--- src/rtl/swf_pkg.sv ---
package swf_pkg;

  typedef enum logic [1:0] {
    SYM_SYNC   = 2'd0,
    SYM_ZERO   = 2'd1,
    SYM_ONE    = 2'd2,
    SYM_LISTEN = 2'd3
  } sym_e;

  typedef enum logic [2:0] {
    PH_IDLE,
    PH_PAUSE,
    PH_HDR,
    PH_P1,
    PH_DATA,
    PH_P2,
    PH_ACK
  } phase_e;

  // odd-parity indicator: 1 when v holds an odd number of ones
  function automatic logic odd_ones(input logic [31:0] v);
    return ^v;
  endfunction

  function automatic sym_e bit_sym(input logic b);
    return b ? SYM_ONE : SYM_ZERO;
  endfunction

  function automatic int max3(input int a, input int b, input int c);
    int m;
    m = (a > b) ? a : b;
    return (m > c) ? m : c;
  endfunction

endpackage

--- src/rtl/swf_phase_ctrl.sv ---
module swf_phase_ctrl
  import swf_pkg::*;
#(
  parameter int PAUSE_SYNCS = 3,
  parameter int HDR_W       = 8,
  parameter int DATA_W      = 8,
  parameter int CNT_W       = 4
) (
  input  logic             clk,
  input  logic             rst_n,
  input  logic             launch,
  input  logic             sym_fire,
  output phase_e           phase,
  output logic [CNT_W-1:0] bit_idx,
  output logic             phase_last,
  output logic             frame_end
);

  logic [CNT_W-1:0] last_idx;

  always_comb begin
    case (phase)
      PH_PAUSE: last_idx = CNT_W'(PAUSE_SYNCS - 1);
      PH_HDR:   last_idx = CNT_W'(HDR_W - 1);
      PH_DATA:  last_idx = CNT_W'(DATA_W - 1);
      default:  last_idx = '0;
    endcase
  end

  assign phase_last = (bit_idx == last_idx);
  assign frame_end  = sym_fire && (phase == PH_ACK);

  function automatic phase_e next_phase(input phase_e p);
    case (p)
      PH_PAUSE: return PH_HDR;
      PH_HDR:   return PH_P1;
      PH_P1:    return PH_DATA;
      PH_DATA:  return PH_P2;
      PH_P2:    return PH_ACK;
      default:  return PH_IDLE;
    endcase
  endfunction

  always_ff @(posedge clk) begin
    if (!rst_n) begin
      phase   <= PH_IDLE;
      bit_idx <= '0;
    end else if (phase == PH_IDLE) begin
      bit_idx <= '0;
      if (launch) phase <= PH_PAUSE;
    end else if (sym_fire) begin
      if (phase_last) begin
        bit_idx <= '0;
        phase   <= next_phase(phase);
      end else begin
        bit_idx <= bit_idx + 1'b1;
      end
    end
  end

endmodule

--- src/rtl/swf_tx_select.sv ---
module swf_tx_select
  import swf_pkg::*;
#(
  parameter int HDR_W  = 8,
  parameter int DATA_W = 8,
  parameter int CNT_W  = 4
) (
  input  phase_e            phase,
  input  logic [CNT_W-1:0]  bit_idx,
  input  logic [HDR_W-1:0]  hdr_q,
  input  logic [DATA_W-1:0] data_q,
  input  logic              is_write,
  output sym_e              kind
);

  logic [HDR_W-1:0]  hdr_sh;
  logic [DATA_W-1:0] data_sh;
  logic              hdr_par;
  logic              data_par;

  assign hdr_sh   = hdr_q << bit_idx;
  assign data_sh  = data_q << bit_idx;
  assign hdr_par  = odd_ones(32'(hdr_q));
  assign data_par = odd_ones(32'(data_q));

  always_comb begin
    case (phase)
      PH_HDR:  kind = bit_sym(hdr_sh[HDR_W-1]);
      PH_P1:   kind = bit_sym(hdr_par);
      PH_DATA: kind = is_write ? bit_sym(data_sh[DATA_W-1]) : SYM_LISTEN;
      PH_P2:   kind = is_write ? bit_sym(data_par) : SYM_LISTEN;
      PH_ACK:  kind = SYM_LISTEN;
      default: kind = SYM_SYNC;
    endcase
  end

endmodule

--- src/rtl/swf_rx_collect.sv ---
module swf_rx_collect
  import swf_pkg::*;
#(
  parameter int DATA_W = 8
) (
  input  logic              clk,
  input  logic              rst_n,
  input  phase_e            phase,
  input  logic              sym_fire,
  input  logic              rx_bit,
  input  logic              is_write,
  input  logic              frame_end,
  output logic [DATA_W-1:0] rd_data,
  output logic              parity_err,
  output logic              ack_err,
  output logic              done
);

  logic [DATA_W-1:0] rx_shift;
  logic              rx_par;
  logic              take_data;
  logic              take_par;

  assign take_data = sym_fire && !is_write && (phase == PH_DATA);
  assign take_par  = sym_fire && !is_write && (phase == PH_P2);

  always_ff @(posedge clk) begin
    if (!rst_n) begin
      rx_shift   <= '0;
      rx_par     <= 1'b0;
      rd_data    <= '0;
      parity_err <= 1'b0;
      ack_err    <= 1'b0;
      done       <= 1'b0;
    end else begin
      done <= frame_end;
      if (take_data) rx_shift <= {rx_shift[DATA_W-2:0], rx_bit};
      if (take_par)  rx_par   <= rx_bit;
      if (frame_end) begin
        ack_err <= rx_bit;
        if (is_write) begin
          parity_err <= 1'b0;
        end else begin
          rd_data    <= rx_shift;
          parity_err <= odd_ones(32'(rx_shift)) ^ rx_par;
        end
      end
    end
  end

endmodule

--- src/rtl/swf_frame_master.sv ---
module swf_frame_master
  import swf_pkg::*;
#(
  parameter int PAUSE_SYNCS = 3,
  parameter int SA_W        = 3,
  parameter int RA_W        = 4,
  parameter int DATA_W      = 8,
  parameter int WRITE_BIT   = 3
) (
  input  logic              clk,
  input  logic              rst_n,
  input  logic              start,
  input  logic              dir_in,
  input  logic [SA_W-1:0]   slave_addr,
  input  logic [RA_W-1:0]   reg_addr,
  input  logic [DATA_W-1:0] wr_data,
  output logic              busy,
  output logic              done,
  output logic [DATA_W-1:0] rd_data,
  output logic              parity_err,
  output logic              ack_err,
  output logic              sym_valid,
  output logic [1:0]        sym_kind,
  input  logic              sym_done,
  input  logic              sym_rx_bit
);

  localparam int HDR_W  = 1 + SA_W + RA_W;
  localparam int MAXLEN = max3(PAUSE_SYNCS, HDR_W, DATA_W);
  localparam int CNT_W  = $clog2(MAXLEN + 1);

  phase_e            phase;
  logic [CNT_W-1:0]  bit_idx;
  logic              phase_last;
  logic              frame_end;
  logic              launch;
  logic              sym_fire;
  logic [HDR_W-1:0]  hdr_q;
  logic [DATA_W-1:0] data_q;
  logic              is_write;
  sym_e              kind;

  assign busy      = (phase != PH_IDLE);
  assign sym_valid = busy;
  assign launch    = start && !busy;
  assign sym_fire  = sym_valid && sym_done;
  assign sym_kind  = kind;

  always_ff @(posedge clk) begin
    if (!rst_n) begin
      hdr_q    <= '0;
      data_q   <= '0;
      is_write <= 1'b0;
    end else if (launch) begin
      hdr_q    <= {dir_in, slave_addr, reg_addr};
      data_q   <= wr_data;
      is_write <= reg_addr[WRITE_BIT];
    end
  end

  swf_phase_ctrl #(
    .PAUSE_SYNCS(PAUSE_SYNCS), .HDR_W(HDR_W), .DATA_W(DATA_W), .CNT_W(CNT_W)
  ) u_phase (
    .clk(clk), .rst_n(rst_n), .launch(launch), .sym_fire(sym_fire),
    .phase(phase), .bit_idx(bit_idx), .phase_last(phase_last),
    .frame_end(frame_end)
  );

  swf_tx_select #(
    .HDR_W(HDR_W), .DATA_W(DATA_W), .CNT_W(CNT_W)
  ) u_tx (
    .phase(phase), .bit_idx(bit_idx), .hdr_q(hdr_q), .data_q(data_q),
    .is_write(is_write), .kind(kind)
  );

  swf_rx_collect #(
    .DATA_W(DATA_W)
  ) u_rx (
    .clk(clk), .rst_n(rst_n), .phase(phase), .sym_fire(sym_fire),
    .rx_bit(sym_rx_bit), .is_write(is_write), .frame_end(frame_end),
    .rd_data(rd_data), .parity_err(parity_err), .ack_err(ack_err),
    .done(done)
  );

endmodule

--- config.mk ---
export PLATFORM = sky130hd
export DESIGN_NAME = swf_frame_master
export DESIGN_NICKNAME = d
export VERILOG_FILES = /design/src/rtl/swf_pkg.sv /design/src/rtl/swf_phase_ctrl.sv /design/src/rtl/swf_tx_select.sv /design/src/rtl/swf_rx_collect.sv /design/src/rtl/swf_frame_master.sv
export SDC_FILE = /design/constraint.sdc
export NUM_CORES = 1
export LEC_CHECK = 0
export BUFFER_PORTS_ARGS = -buffer_cell sky130_fd_sc_hd__buf_2
export CORE_UTILIZATION = 60
export DETAILED_ROUTE_END_ITERATION = 10
export PLACE_DENSITY = 0.84
export REMOVE_ABC_BUFFERS = 1
export SLEW_MARGIN = 20
export SYNTH_ARGS = -nofsm -noshare
export SYNTH_HDL_FRONTEND = slang
export SYNTH_SLANG_ARGS = --single-unit
export TNS_END_PERCENT = 50
--- constraint.sdc ---
create_clock -name clk -period 2.61 [get_ports clk]
set_input_delay 0.1305 -clock clk [delete_from_list [all_inputs] [get_ports clk]]
set_output_delay 0.1305 -clock clk [all_outputs]
set_load 0.02 [all_outputs]
=== After elaboration in Yosys (flattened, before gate mapping) ===
Index checks and enable logic that the tools add are counted.

* Flip-flop bits (word level): 44

* $add $sub $neg: 1
* Eq/ne operators: 8
* Shift operators: 2
* Mux-type cells: 15
* Bitwise gates (word level): 3
* Reduce and logical (&&, ||, !) cells: 19

{| class="wikitable"
|+ Operators by type and width
! operator !! count
|-
| 32-bit XOR reduction || 3
|-
| 8-bit by 4-bit left shift with 8-bit output || 2
|-
| 3-bit one-hot mux with 5 select lines || 1
|-
| 2-bit two-way mux || 6
|-
| 3-bit two-way mux || 4
|-
| 2-bit one-hot mux with 5 select lines || 1
|-
| 3-bit == test, second input constant || 3
|-
| 3-bit by 2-bit == test with 1-bit output, second input constant || 2
|-
| 1-bit logical AND || 6
|-
| 3-bit one-hot mux with 2 select lines || 1
|-
| 4-bit by 1-bit adder with 4-bit output, second input constant || 1
|-
| 4-bit by 3-bit == test with 1-bit output || 1
|-
| 4-bit two-way mux || 1
|-
| 2-bit nonzero test || 2
|-
| 2-bit OR reduction || 2
|-
| 3-bit by 1-bit == test with 1-bit output, second input constant || 1
|-
| 3-bit zero test || 1
|-
| 3-bit AND reduction || 1
|-
| 3-bit nonzero test || 1
|-
| 1-bit zero test || 2
|-
| 2-bit != test, second input constant || 1
|-
| 1-bit NOT || 2
|-
| 2-bit AND reduction || 1
|-
| 1-bit two-way mux || 1
|-
| 1-bit XOR || 1
|}

=== Longest topological paths before layout ===
* Depth after elaboration: 7
* Mapped depth: 7
* Depth with buffers taken out: 5

=== Cells and area by module ===
Synthesis repeated with hierarchy kept, for this count alone.

* Cells, all modules: 274
* Area total of the unflattened synthesis: 2382.3 sq um

{| class="wikitable"
|+ By module, submodules not included
! module !! times used !! cells each !! area each (sq um)
|-
| swf_rx_collect || 1 || 95 || 804.5
|-
| swf_frame_master || 1 || 73 || 688.2
|-
| swf_phase_ctrl || 1 || 56 || 498.0
|-
| swf_tx_select || 1 || 50 || 391.6
|}

=== Worst setup path before layout ===
OpenSTA, ideal clock, no wires.

* Path type: reg-to-output
* Start point: reg u_phase.bit_idx[0]
* End point: out sym_kind[0]
* Arrival: 1652 ps
* Setup slack: 828 ps
* Stages on the path, launching flop included: 7
* Cell sequence: dfxtp_1 > clkbuf_1 > nor2_1 > a21oi_2 > nand3_1 > o21a_1 > or4_1

* Longest elaborated chain between the ends: 4

{| class="wikitable"
|+ Ends and longest elaborated chain
! what !! line !! source
|-
| from (decl) || swf_phase_ctrl.sv:14 || <nowiki>output logic [CNT_W-1:0] bit_idx,</nowiki>
|-
| from (signal assigned) || swf_phase_ctrl.sv:56 || <nowiki>bit_idx <= bit_idx + 1'b1;</nowiki>
|-
| 8-bit by 4-bit left shift with 8-bit output || swf_tx_select.sv:22 || <nowiki>assign data_sh = data_q << bit_idx;</nowiki>
|-
| 2-bit two-way mux || swf_pkg.sv:26 || <nowiki>return b ? SYM_ONE : SYM_ZERO;</nowiki>
|-
| 2-bit two-way mux || swf_tx_select.sv:30 || <nowiki>PH_DATA: kind = is_write ? bit_sym(data_sh[DATA_W-1]) : SYM_LISTEN;</nowiki>
|-
| 2-bit one-hot mux with 5 select lines * || swf_tx_select.sv:27 || <nowiki>case (phase)</nowiki>
|-
| to (decl) || swf_frame_master.sv:23 || <nowiki>output logic [1:0] sym_kind,</nowiki>
|}

Every way passes the cells marked *; elsewhere a longest branch is shown, timed or not.

=== Worst setup path after layout ===
* Start point: reg u_phase.bit_idx[1]
* End point: out sym_kind[0]

Same word-level chain as after synthesis.

==> impl_results.md <==
- Area Overhead vs Synth: 10.5%
- Port buffer count: 35
- Detailed Routing Iterations Pass 1: 4
- Remaining DRCs: 0
- Congestion Overflow GR: 0
- Via density: about 5.5
- First DRT Iteration DRCs: 156
- TritonCTS Buffers: 5
- Initial antenna violation count: 0
- Crit end category: output port
- First-pass GRT wire length: roughly 7.4 mm
- Pre-CTS setup slack: about 0.46 ns
- Full die area: 3860 sq um
- Crit Path Category: register to output port
- Worst-Skew Late Latency: between 0.3 and 0.4 ns
- Peak supply drop: 0.446 mV
- Initial Util: about 64%
- Fmax: around 0.42 GHz
- Mean area per synthesized cell: around 8.3 sq um
- Via total after detailed routing: between 1.5k and 2k
- Status: finished, final reports clean
- Routed Wire Length: 4.29 mm
- Setup violators final: 0
- Hold Path Class: primary input to register
- Site Rows: 21
- Final hold vios: 0
- Most frequent cells in the layout: nand2_1 (51), dfxtp_1 (42), buf_2 (35)
- Synthesis-stage register bit count: 43
- Largest net degree at the start of global routing: 28
- Max-Cap Viols: 0
- Worst-margin pin slew: approximately 0.58 ns
- Final WS setup: approximately 0.25 ns
- Fin Clk Skew: ~0.016 ns
- Number of global-route vias before repair: approximately 1.6k
- H-tree Lvls: 2
- Core area: approximately 3400 sq um
- CTS clk-pin slew, worst paths: roughly 0.12 ns
- Most common cell after layout, fill and taps aside: nand2_1
- Routed Antenna Nets: 0
- Setup TNS: 0 ns
- Ports: 36
- TritonCTS Sinks: 43
- CP max FO: 12
- Synthesized cell area: 2170 sq um
- Gpl congestion: approximately 0.84
- Yosys warns: 0
- R2R Path Start: u_phase.phase[2]
- Slew margin rel.: roughly 60%
- Slew Viols, Final: 0
- Area leader, netlist: dfxtp_1
- Gr usage total: between 20 and 25%
- Clock Tree Root: clkbuf_4
- Post-CTS Setup Inserts: 0
- Detail Placement HPWL: between 3 and 4 mm
- Die height: around 62 um
- CTS tree: done
- Tcrit/Tclk final: 90.3%
- Fillers: about 300
- Post-synth cell types: around 40
- Fraction of layout cells with a size suffix above 1: between 10% and 20%
- Area contributors post-synth: dfxtp_1 (40%), xnor2_1 (8.9%), nand2_1 (8.8%), a21oi_1 (6.9%), mux2i_1 (6.0%)
- FFs w/ async S/R, synth: 0%
- Post-layout net count: 310
- Crit path launch: u_phase.bit_idx[1]
- HP Start: wr_data[3]
- Gate count of the mapped netlist: roughly 260
- Top FF cell, synth: dfxtp_1
- Final Power: 1.53 mW
- RSZ-0062 raised after global routing: no
- Data arrival, critical path: ~2.2 ns
- # diodes: 0
- Leakage power: 0.944 nW
- Final Critical Period: between 2 and 2.5 ns
- Cells after DPL: 325
- Non-Filler Instances: approximately 340
- DR WL/cell: 12.8 um
- CTS max path bufs: 2
- Register area share after synthesis: 39.7%
- Pwr/cell area: 640 nW/um^2
- CP startpoint kind: register
- Die Wd: around 62 um
- CP required: about 2.5 ns
- Share of the synthesized area in the top cell type: just under 40%
- Number of synthesized flops with an enable pin: 0
repair_timing:
item                                    in CTS  in global routing
hold buffers                                 2                  0
gates resized for setup                      0                  1
hold endpoints to repair                     2                  0
endpoints found under the setup margin       0                  2
metrics by stage:
stage	util [%]	cell area, sq um	hold WS (ns)
after global placement	68.4	2320	0.370
after global routing	70.6	2390	0.00202
after CTS	70.6	2390	0.00275
final	70.6	2390	0.00474
after floorplan	-	2060	0.266
after detailed placement	68.4	2320	0.378
final timing paths:
| kind | depth (start not counted) | slack, ns | end |
|---|---|---|---|
| min | 3 | 0.005 | data_q[3] |
| min reg2reg | 2 | 0.49 | u_rx.rd_data[7] |
| max | 6 | 0.25 | sym_kind[0] |
| max reg2reg | 5 | 0.57 | u_phase.phase[0] |
cells by family (layout without fill, tap and decap cells):
| group | after synthesis | after routing | share of synthesized area, % |
|---|---|---|---|
| compound gates | 55 | 55 | 15.0 |
| xor+xnor | 24 | 24 | 9.70 |
| buf+inv | 25 | 53 | 5.66 |
| mux | 16 | 16 | 9.12 |
| flops | 43 | 43 | 39.7 |
| fa+ha+maj | 1 | 1 | 0.577 |
| simple gates | 97 | 97 | 20.2 |
Yosys cell counts (3+ instances only):
master / count
a21oi_1: 30
buf_2: 8
buf_4: 3
clkbuf_1: 6
dfxtp_1: 43
inv_1: 5
mux2i_1: 13
mux4_2: 3
nand2_1: 51
nand2b_1: 4
nand3_1: 7
nand3b_1: 3
nor2_1: 17
nor3_1: 4
o21ai_1: 9
xnor2_1: 22
registers in the layout (all words and copies together) (netlist names):
name and cells:
u_rx.parity_err 1, hdr_q 8, u_rx.rx_shift 8, u_phase.phase 3
u_phase.bit_idx 4, u_rx.rd_data 8, data_q 8, u_rx.ack_err 1
u_rx.done 1, u_rx.rx_par 1
power breakdown:
part | total (mW) | switching [mW] | leakage, nW | internal, mW
combinational | 0.451 | 0.259 | 0.566 | 0.192
clock | 0.316 | 0.212 | 0.0282 | 0.104
sequential | 0.765 | 0.0667 | 0.350 | 0.698
total | 1.53 | 0.538 | 0.944 | 0.995
per-layer routing:
metal / share of wire (%) / up-vias / routed length [um] / track usage [%]
met4: 0.47 / 0 / 20 / 6.69
met5: 0 / - / 0 / 0
met2: 45 / 39 / 1950 / 38.0
met3: 3.6 / 2 / 154 / 5.15
li1: - / 947 / - / -
met1: 50 / 846 / 2160 / 33.0
worst max-delay path: stages, from the launching register on:
cell,delay (ns)
dfxtp_2,0.52
mux4_2,0.26
nand2b_1,0.12
nand3_1,0.08
o21a_1,0.17
or4_1,0.55
buf_2,0.18
area by class of cell:
class	instances	area, sq um	area share (%)
multi-input combinational	193	1180	49.5
sequential	43	862	36.0
timing repair buffer	40	218	9.10
tap	46	57.6	2.40
clock buffer	6	41.3	1.73
inverter	5	18.8	0.784
clock inverter	2	12.5	0.523
Power figures use the tool's default switching activity.
